[src/rtl/scb_pkg.sv]
package scb_pkg;
    localparam int SCB_DEF_OUTS   = 4;
    localparam int SCB_DEF_SLOTS  = 32;
    localparam int SCB_DEF_DATA_W = 16;
    localparam int SCB_DEF_DROP_W = 16;

    // width of an index into n items, never less than one bit
    function automatic int idx_w(input int n);
        return (n > 1) ? $clog2(n) : 1;
    endfunction

    // width of a count from 0 to n inclusive
    function automatic int cnt_w(input int n);
        return $clog2(n + 1);
    endfunction
endpackage

[src/rtl/scb_free_list.sv]
module scb_free_list
    import scb_pkg::*;
#(
    parameter int NUM_SLOTS = SCB_DEF_SLOTS,
    localparam int SW = idx_w(NUM_SLOTS),
    localparam int CW = cnt_w(NUM_SLOTS)
) (
    input  logic          clk,
    input  logic          rst_n,
    input  logic          pop_i,
    input  logic          push_i,
    input  logic [SW-1:0] push_slot_i,
    output logic [SW-1:0] pop_slot_o,
    output logic          empty_o,
    output logic [CW-1:0] free_cnt_o
);
    typedef struct packed {
        logic [NUM_SLOTS-1:0][SW-1:0] ring;
        logic [SW-1:0]                rd;
        logic [SW-1:0]                wr;
        logic [CW-1:0]                cnt;
    } fl_state_t;

    fl_state_t st_d, st_q;

    function automatic logic [SW-1:0] wrap_inc(input logic [SW-1:0] p);
        return (p == SW'(NUM_SLOTS - 1)) ? '0 : p + SW'(1);
    endfunction

    always_comb begin
        st_d = st_q;
        if (pop_i) begin
            st_d.rd = wrap_inc(st_q.rd);
        end
        if (push_i) begin
            st_d.ring[st_q.wr] = push_slot_i;
            st_d.wr            = wrap_inc(st_q.wr);
        end
        if (pop_i && !push_i) begin
            st_d.cnt = st_q.cnt - CW'(1);
        end else if (push_i && !pop_i) begin
            st_d.cnt = st_q.cnt + CW'(1);
        end
    end

    always_ff @(posedge clk or negedge rst_n) begin
        if (!rst_n) begin
            for (int i = 0; i < NUM_SLOTS; i++) begin
                st_q.ring[i] <= SW'(i);
            end
            st_q.rd  <= '0;
            st_q.wr  <= '0;
            st_q.cnt <= CW'(NUM_SLOTS);
        end else begin
            st_q <= st_d;
        end
    end

    assign pop_slot_o = st_q.ring[st_q.rd];
    assign empty_o    = (st_q.cnt == '0);
    assign free_cnt_o = st_q.cnt;


    no_overflow_chk: assert property (@(posedge clk) disable iff (!rst_n)
        (push_i && !pop_i) |-> (st_q.cnt < CW'(NUM_SLOTS)));


    no_underflow_chk: assert property (@(posedge clk) disable iff (!rst_n)
        pop_i |-> (st_q.cnt != '0));
endmodule

[src/rtl/scb_queue_ctrl.sv]
module scb_queue_ctrl
    import scb_pkg::*;
#(
    parameter int NUM_OUT   = SCB_DEF_OUTS,
    parameter int NUM_SLOTS = SCB_DEF_SLOTS,
    localparam int SW = idx_w(NUM_SLOTS),
    localparam int OW = idx_w(NUM_OUT),
    localparam int CW = cnt_w(NUM_SLOTS)
) (
    input  logic                       clk,
    input  logic                       rst_n,
    input  logic                       enq_i,
    input  logic [OW-1:0]              enq_q_i,
    input  logic [SW-1:0]              enq_slot_i,
    input  logic                       deq_i,
    input  logic [OW-1:0]              deq_q_i,
    output logic [SW-1:0]              head_slot_o,
    output logic [NUM_OUT-1:0][CW-1:0] len_o
);
    typedef struct packed {
        logic [NUM_SLOTS-1:0][SW-1:0] nxt;
        logic [NUM_OUT-1:0][SW-1:0]   head;
        logic [NUM_OUT-1:0][SW-1:0]   tail;
        logic [NUM_OUT-1:0][CW-1:0]   len;
    } qc_state_t;

    qc_state_t st_d, st_q;

    always_comb begin
        st_d = st_q;
        // link the new slot behind the current tail of a non-empty queue
        if (enq_i && st_q.len[enq_q_i] != '0) begin
            st_d.nxt[st_q.tail[enq_q_i]] = enq_slot_i;
        end
        if (deq_i) begin
            st_d.head[deq_q_i] = st_q.nxt[st_q.head[deq_q_i]];
            st_d.len[deq_q_i]  = st_q.len[deq_q_i] - CW'(1);
        end
        // applied after the dequeue so a drained queue restarts cleanly
        if (enq_i) begin
            if (st_d.len[enq_q_i] == '0) begin
                st_d.head[enq_q_i] = enq_slot_i;
            end
            st_d.tail[enq_q_i] = enq_slot_i;
            st_d.len[enq_q_i]  = st_d.len[enq_q_i] + CW'(1);
        end
    end

    always_ff @(posedge clk or negedge rst_n) begin
        if (!rst_n) begin
            st_q <= '0;
        end else begin
            st_q <= st_d;
        end
    end

    assign head_slot_o = st_q.head[deq_q_i];
    assign len_o       = st_q.len;


    enq_len_step_chk: assert property (@(posedge clk) disable iff (!rst_n)
        (enq_i && !deq_i) |=> (st_q.len[$past(enq_q_i)] == $past(st_q.len[enq_q_i]) + CW'(1)));


    deq_nonempty_chk: assert property (@(posedge clk) disable iff (!rst_n)
        deq_i |-> (st_q.len[deq_q_i] != '0));
endmodule

[src/rtl/scb_cell_ram.sv]
module scb_cell_ram
    import scb_pkg::*;
#(
    parameter int NUM_SLOTS = SCB_DEF_SLOTS,
    parameter int DATA_W    = SCB_DEF_DATA_W,
    localparam int SW = idx_w(NUM_SLOTS)
) (
    input  logic              clk,
    input  logic              rst_n,
    input  logic              wr_en_i,
    input  logic [SW-1:0]     wr_addr_i,
    input  logic [DATA_W-1:0] wr_data_i,
    input  logic              rd_en_i,
    input  logic [SW-1:0]     rd_addr_i,
    output logic [DATA_W-1:0] rd_data_o
);
    logic [DATA_W-1:0] cells_q [NUM_SLOTS];
    logic [DATA_W-1:0] rd_d, rd_q;

    always_ff @(posedge clk) begin
        if (wr_en_i) begin
            cells_q[wr_addr_i] <= wr_data_i;
        end
    end

    always_comb begin
        rd_d = rd_q;
        if (rd_en_i) begin
            rd_d = cells_q[rd_addr_i];
        end
    end

    always_ff @(posedge clk or negedge rst_n) begin
        if (!rst_n) begin
            rd_q <= '0;
        end else begin
            rd_q <= rd_d;
        end
    end

    assign rd_data_o = rd_q;

    // a slot being read out is never the slot being filled
    no_rw_clash_chk: assert property (@(posedge clk) disable iff (!rst_n)
        (wr_en_i && rd_en_i) |-> (wr_addr_i != rd_addr_i));
endmodule

[src/rtl/shared_cell_buffer.sv]
module shared_cell_buffer
    import scb_pkg::*;
#(
    parameter int NUM_OUT   = SCB_DEF_OUTS,
    parameter int NUM_SLOTS = SCB_DEF_SLOTS,
    parameter int DATA_W    = SCB_DEF_DATA_W,
    parameter int DROP_W    = SCB_DEF_DROP_W,
    localparam int SW = idx_w(NUM_SLOTS),
    localparam int OW = idx_w(NUM_OUT),
    localparam int CW = cnt_w(NUM_SLOTS)
) (
    input  logic                  clk,
    input  logic                  rst_n,
    input  logic                  enq_valid,
    input  logic [OW-1:0]         enq_dest,
    input  logic [DATA_W-1:0]     enq_data,
    input  logic                  deq_req,
    input  logic [OW-1:0]         deq_port,
    output logic                  deq_out_valid,
    output logic [DATA_W-1:0]     deq_out_data,
    output logic [NUM_OUT*CW-1:0] qlen,
    output logic [CW-1:0]         used_slots,
    output logic                  full,
    output logic [DROP_W-1:0]     drop_count
);
    typedef struct packed {
        logic              out_vld;
        logic [DROP_W-1:0] drops;
    } top_state_t;

    top_state_t st_d, st_q;

    logic                       fl_empty;
    logic [SW-1:0]              fl_slot;
    logic [CW-1:0]              fl_free;
    logic [SW-1:0]              head_slot;
    logic [NUM_OUT-1:0][CW-1:0] lens;
    logic                       enq_ok;
    logic                       deq_ok;

    assign enq_ok = enq_valid && !fl_empty;
    assign deq_ok = deq_req && (lens[deq_port] != '0);

    scb_free_list #(.NUM_SLOTS(NUM_SLOTS)) u_free (
        .clk         (clk),
        .rst_n       (rst_n),
        .pop_i       (enq_ok),
        .push_i      (deq_ok),
        .push_slot_i (head_slot),
        .pop_slot_o  (fl_slot),
        .empty_o     (fl_empty),
        .free_cnt_o  (fl_free)
    );

    scb_queue_ctrl #(.NUM_OUT(NUM_OUT), .NUM_SLOTS(NUM_SLOTS)) u_qctl (
        .clk         (clk),
        .rst_n       (rst_n),
        .enq_i       (enq_ok),
        .enq_q_i     (enq_dest),
        .enq_slot_i  (fl_slot),
        .deq_i       (deq_ok),
        .deq_q_i     (deq_port),
        .head_slot_o (head_slot),
        .len_o       (lens)
    );

    scb_cell_ram #(.NUM_SLOTS(NUM_SLOTS), .DATA_W(DATA_W)) u_ram (
        .clk       (clk),
        .rst_n     (rst_n),
        .wr_en_i   (enq_ok),
        .wr_addr_i (fl_slot),
        .wr_data_i (enq_data),
        .rd_en_i   (deq_ok),
        .rd_addr_i (head_slot),
        .rd_data_o (deq_out_data)
    );

    always_comb begin
        st_d         = st_q;
        st_d.out_vld = deq_ok;
        if (enq_valid && fl_empty) begin
            st_d.drops = st_q.drops + DROP_W'(1);
        end
    end

    always_ff @(posedge clk or negedge rst_n) begin
        if (!rst_n) begin
            st_q <= '0;
        end else begin
            st_q <= st_d;
        end
    end

    generate
        for (genvar g = 0; g < NUM_OUT; g++) begin : g_qlen
            assign qlen[g*CW +: CW] = lens[g];
        end
    endgenerate

    assign used_slots    = CW'(NUM_SLOTS) - fl_free;
    assign full          = fl_empty;
    assign drop_count    = st_q.drops;
    assign deq_out_valid = st_q.out_vld;

    // sum of the queue-controller lengths, for the occupancy check
    logic [CW-1:0] len_sum;
    always_comb begin
        len_sum = '0;
        for (int i = 0; i < NUM_OUT; i++) begin
            len_sum = len_sum + lens[i];
        end
    end


    len_sum_chk: assert property (@(posedge clk) disable iff (!rst_n)
        len_sum == used_slots);


    drop_count_chk: assert property (@(posedge clk) disable iff (!rst_n)
        (enq_valid && full) |=> (drop_count == $past(drop_count) + DROP_W'(1)));


    empty_deq_chk: assert property (@(posedge clk) disable iff (!rst_n)
        (deq_req && lens[deq_port] == '0) |=> !deq_out_valid);


    out_valid_cause_chk: assert property (@(posedge clk) disable iff (!rst_n)
        $rose(deq_out_valid) |-> $past(deq_req));
endmodule

[config.mk]
export PLATFORM = sky130hd
export DESIGN_NAME = shared_cell_buffer
export DESIGN_NICKNAME = d
export VERILOG_FILES = /design/src/rtl/scb_pkg.sv /design/src/rtl/scb_free_list.sv /design/src/rtl/scb_queue_ctrl.sv /design/src/rtl/scb_cell_ram.sv /design/src/rtl/shared_cell_buffer.sv
export SDC_FILE = /design/constraint.sdc
export NUM_CORES = 2
export LEC_CHECK = 0
export BUFFER_PORTS_ARGS = -buffer_cell sky130_fd_sc_hd__buf_2
export CORE_MARGIN = 4
export CORE_UTILIZATION = 63
export CTS_CLUSTER_SIZE = 30
export DETAILED_ROUTE_END_ITERATION = 16
export PLACE_DENSITY = 0.9
export SYNTH_ARGS = -nofsm -noshare
export SYNTH_HDL_FRONTEND = slang
export SYNTH_SLANG_ARGS = --single-unit
[constraint.sdc]
create_clock -name clk -period 5.1 [get_ports clk]
set_clock_uncertainty 0.15 [all_clocks]
set_input_delay 1.02 -clock clk [delete_from_list [all_inputs] [get_ports clk]]
set_output_delay 1.02 -clock clk [all_outputs]
set_load 0.01 [all_outputs]
# After elaboration in Yosys (flattened, before gate mapping)
# Memories as Yosys holds them, arrays and structs flattened. A register that Yosys moved wholly into a read port is not among the register bits.
# Cells that the tools add are included.
classes:
  n_addsub: 8
  n_lt_le_gt_ge: 10
  eq_ne: 2
  n_mux: 43
  n_reduce_logical: 19
op_table:
  columns: ["cell", "n"]
  rows:
  - ["$bwmux W160", 2]
  - ["$mux W64", 1]
  - ["$bwmux W20", 3]
  - ["$bmux W5 S5", 2]
  - ["$demux W5 S5", 2]
  - ["$mux W5", 10]
  - ["$bwmux W24", 2]
  - ["$mux W6", 7]
  - ["$mux W20", 2]
  - ["$bmux W6 S2", 3]
  - ["$demux W6 S2", 2]
  - ["$lt A5 B6 Y1 const B", 4]
  - ["$mux W24", 1]
  - ["$bmux W5 S2", 2]
  - ["$demux W5 S2", 2]
  - ["$add A16 B1 Y16 const B", 1]
  - ["$add A6 B1 Y6 const B", 2]
  - ["$logic_not A6 Y1", 2]
  - ["$reduce_bool A6 Y1", 2]
  - ["$sub A6 B1 Y6 const B", 2]
  - ["$add A5 B1 Y5 const B", 2]
  - ["$eq A5 B5 Y1 const B", 2]
  - ["$ge A5 B1 Y1 const B", 2]
  - ["$logic_and A1 B1 Y1", 10]
  - ["6 further kinds", 12]
totals:
  wordCells: 164
  mem_bits_rw: 512
  memories: 1
  out_inout_bits: 64
  reg_bits: 417
mem_list:
  columns: ["name", "words", "width", "read_ports", "rd_ports_with_merged_regs", "wr", "line_no", "text"]
  rows:
  - ["u_ram.cells_q", 32, 16, 1, 1, 1, "scb_cell_ram.sv:17", "logic [DATA_W-1:0] cells_q [NUM_SLOTS];"]

# Logic depth before layout (Yosys ltp)
logic_depth:
  ltp_word: 11
  ltp_mapped: 18
  ltp_nobuf: 16

# By module
# Synthesis repeated with hierarchy kept, for this count alone.
hier_totals:
  cells_unflattened: 2913
  hier_area_um2: 42299.3
by_module_without_submodules:
  columns: ["mod", "cells_each", "instances", "area_each_um2"]
  rows:
  - ["scb_cell_ram", 1127, 1, 20608.5]
  - ["scb_queue_ctrl", 1031, 1, 12022.8]
  - ["scb_free_list", 676, 1, 8804.7]
  - ["shared_cell_buffer", 79, 1, 863.3]

# Worst setup path before layout
# No wires, ideal clock.
synth_path:
  kind: "in2reg"
  from: "in deq_port[1]"
  to: "reg u_qctl.st_q[54] (netlist name)"
  cell_stages: 17
  setup_slack_ns: 0.014
  setup_time_ns: 0.125
  path_buffers: 3
  t_arrival_ns: 4.811
  cell_sequence: "clkbuf_1 > buf_2 > mux4_2 > inv_1 > ha_1 > nand2_1 > o22a_1 > o211ai_1 > buf_2 > mux2i_1 > nor3_1 > a211oi_1 > ha_1 > o2111ai_1 > or2_1 > nor2_2 > mux2_2"
synth_rtl:
  columns: ["item", "line_no", "text"]
  rows:
  - ["start, declared", "shared_cell_buffer.sv:18", "input logic [OW-1:0] deq_port,"]
  - ["end signal, assigned", "scb_queue_ctrl.sv:53", "st_q <= st_d;"]
  - ["end, declared", "scb_queue_ctrl.sv:27", "qc_state_t st_d, st_q;"]

==> metrics.yaml <==
clocking:
  post-cts-setup-buffers: 0
  path_clk_slew_ns: 0.06
  insertion_delay_ns: 0.66
  cts_max_path_buffers: 3
  cts_resized: 0
  cts_made_buffers: 93
  cts.sinks: 945
  cts_hold_buf: 0
  htreeDepth: 3
  cts_tree: "done"
  root_buffer: "clkbuf_16"
timing:
  timing.fmax_ghz: 0.225
  finalSetupTns_ns: 0
  tightest_slew_ns: 1.07
  hold_viol: 0
  fin_crit_sh_pct: 87.3
  slew_viol_final: 0
  relSlewSlack_pct: 28.4
  rsz0062_at_grt: "false"
  finalCriticalPeriod_ns: 4.45
  setup_viol: 0
final_layout:
  drive_above_1_share_pct: 33.6
  nets: 2681
  fin_area_um2: 45400
  fillers: 3580
  syn2layout_area_growth_pct: 12.2
setup_path:
  path_cells: "buf_2 -> mux4_2 -> inv_1 -> ha_1 -> nand2_1 -> o22a_1 -> o211ai_1 -> buf_4 -> mux2i_1 -> mux4_2 -> o2111ai_1 -> or2_1 -> nor2_2 -> mux2_2"
  reg2reg_to: "u_qctl.st_q[54]$_DFF_PN0_"
  crit_path_max_incr_delay_ns: 0.58
  cpMostUsedCell: "mux4_2"
  crit_type: "input port to register"
  cp_max_fo: 20
  critPathSlowestCell: "mux4_2"
  r2r-start: "u_qctl.len_o[19]$_DFF_PN0_"
  critPathLaunch: "deq_port[0]"
  crit_family: "multiplexers"
  reg2reg_depth: 13
  crit_buf_inv: 3
  critPathLaunchType: "input port"
  cp.required_ns: 5.47
  worstSetupEndpointType: "register"
  reg2reg_slack_ns: 0.71
  arrival_ns: 4.83
floorplanning:
  die_w_um: 261
  ios: 88
  start_util_pct: 63.9
  rows: 92
  die_area_um2: 68300
  fp.dieH_um: 261
  fp.coreArea_um2: 63300
global_route:
  grt.met3_usage_pct: 5.65
  antenna_found_initial: 7
  grt_use_total_pct: 32.1
  grt.met2_usage_pct: 54.6
  overflow: 0
  grt_max_degree: 122
  grt_pass1_vias: 25500
  grt_pass1_wl_um: 163000
  use_met1_pct: 41.1
  grt-busiest-layer: "met2"
logic_synthesis:
  avgSynthCellArea_um2: 16.0
  netlist.area_leader.share_pct: 38.0
  synth_nets: 2575
  ys_seq_area_share_pct: 65.1
  synth_area_leader_cell: "edfxtp_1"
  synthDistinctLibCells: 64
  synthCells: 2532
  synthFlopType: "edfxtp_1"
  synth_adder_area_share_pct: 0.606
  synth_compound_area_share_pct: 3.80
  synth_top_family_by_area: "multiplexers"
  yosys_warnings: 0
  synth-simple-area-share_pct: 5.76
  syn_area_um2: 40400
  synth_seq_cells: 945
  synth_edf_count: 512
  synth_mux_area_share_pct: 22.0
  postSynth.asyncResetShare_pct: 45.8
  synth_xor_area_share_pct: 0.801
  synthTopCellsByArea: "edfxtp_1, dfrtp_1, mux4_2"
placement:
  postPlaceCellArea_um2: 42200
  place_congestion: 0.919
  port-buffer-count: 87
  dp_hpwl_um: 60400
route:
  wl_per_cell_um: 30.2
  ant_nets: 0
  drc: 0
  first_iter_violations: 3244
  vias: 24700
  vias_per_cell: 6.92
  drt-pass1-iter-count: 8
  wirelength_um: 108000
power_and_ir_drop:
  p_leak_uw: 0.0174
  ir_drop_mv: 0.578
  power_density_nw_per_um2: 550
status:
  status: "finished, final reports clean"
job:
  drv_cap: 0
worst_hold_path:
  hold_class: "input port to async pin"
## kinds of logic after synthesis
logic type,count (synthesis)
muxes,533
buffers and inverters,184
xor gates and xnor gates,37
adders and majority gates,19
DFF,945
and+or+nand+nor,540
AOI/OAI and AO/OA,274
## registers in the layout, summed over array words and instances, names as in the netlist
signal	cells
u_free.free_cnt_o	6
u_ram.cells_q	512
drop_count	16
u_free.st_q	170
u_ram.rd_data_o	16
u_qctl.st_q	200
deq_out_valid	1
u_qctl.len_o	24
## stage by stage
stage               instances  hold WS (ns)  setup slack (ns)  utilization [%]  power [uW]
floorplan                2532         0.295            0.0141                -       15100
global placement         3389         0.306             0.196             66.6       17000
detailed placement       3389         0.317            0.0935             66.6       17600
CTS                      3564         0.248             0.727             71.7       24900
global route             3565         0.273             0.434             71.7       25900
finish                   3568         0.229             0.647             71.7       25000
## report_power, final
part           total [uW]  internal (uW)  switching [uW]  leakage, uW
Sequential          10600           9610             998       0.0102
Combinational        7210           2950            4270      0.00566
Clock                7160           4120            3050      0.00155
## worst max path at each step
stage	end	slack, ns	cells after the start
after CTS	u_qctl.st_q[54]$_DFF_PN0_	0.73	14
after global placement	u_qctl.st_q[56]$_DFF_PN0_	0.20	15
after floorplan	u_qctl.st_q[54]$_DFF_PN0_	0.01	17
final	u_qctl.st_q[54]$_DFF_PN0_	0.65	14
after detailed placement	u_qctl.st_q[54]$_DFF_PN0_	0.09	14
after global routing	u_qctl.st_q[54]$_DFF_PN0_	0.43	14
## synthesized netlist by cell type, drive strengths merged (6+ instances only)
master  count
nand2b     10
nand2     304
nand3      56
ha         18
a31oi      18
mux2i      34
nor3       19
xor2       12
edfxtp    512
a21oi      15
clkbuf     97
and3        6
mux4      261
xnor2      25
mux2      238
buf        69
o21ai     199
nor3b       7
dfrtp     352
dfstp      81
and2        8
nor2b      14
inv        17
nor2       94
## final cells by class
type / instances / area (um^2) / area share [%]
well taps: 846 / 1060 / 2.33
inverters: 18 / 67.6 / 0.149
clock inverters: 44 / 583 / 1.28
diodes: 4 / 10.0 / 0.0221
clock buffers: 131 / 2610 / 5.75
multi-input cells: 1403 / 13400 / 29.6
flip-flops and latches: 945 / 26300 / 58.0
repair buffers: 177 / 1320 / 2.91
## layer usage
| metal | wire length, um | share of wire, % |
|---|---|---|
| met2 | 54900 | 51 |
| met5 | 35 | 0.033 |
| met3 | 9660 | 9.0 |
| met4 | 5820 | 5.4 |
| met1 | 37200 | 35 |
## cell usage in the layout (no fill, tap or decap), drive strengths merged, types with 19 or more instances in the layout
master	count
o21ai	199
dfstp	81
xnor2	25
buf	177
edfxtp	512
nand2	304
dfrtp	352
mux2i	34
nand3	56
clkbuf	131
mux4	261
nor3	19
mux2	238
nor2	94
clkinv	32
(Power assumes the default switching activity.)
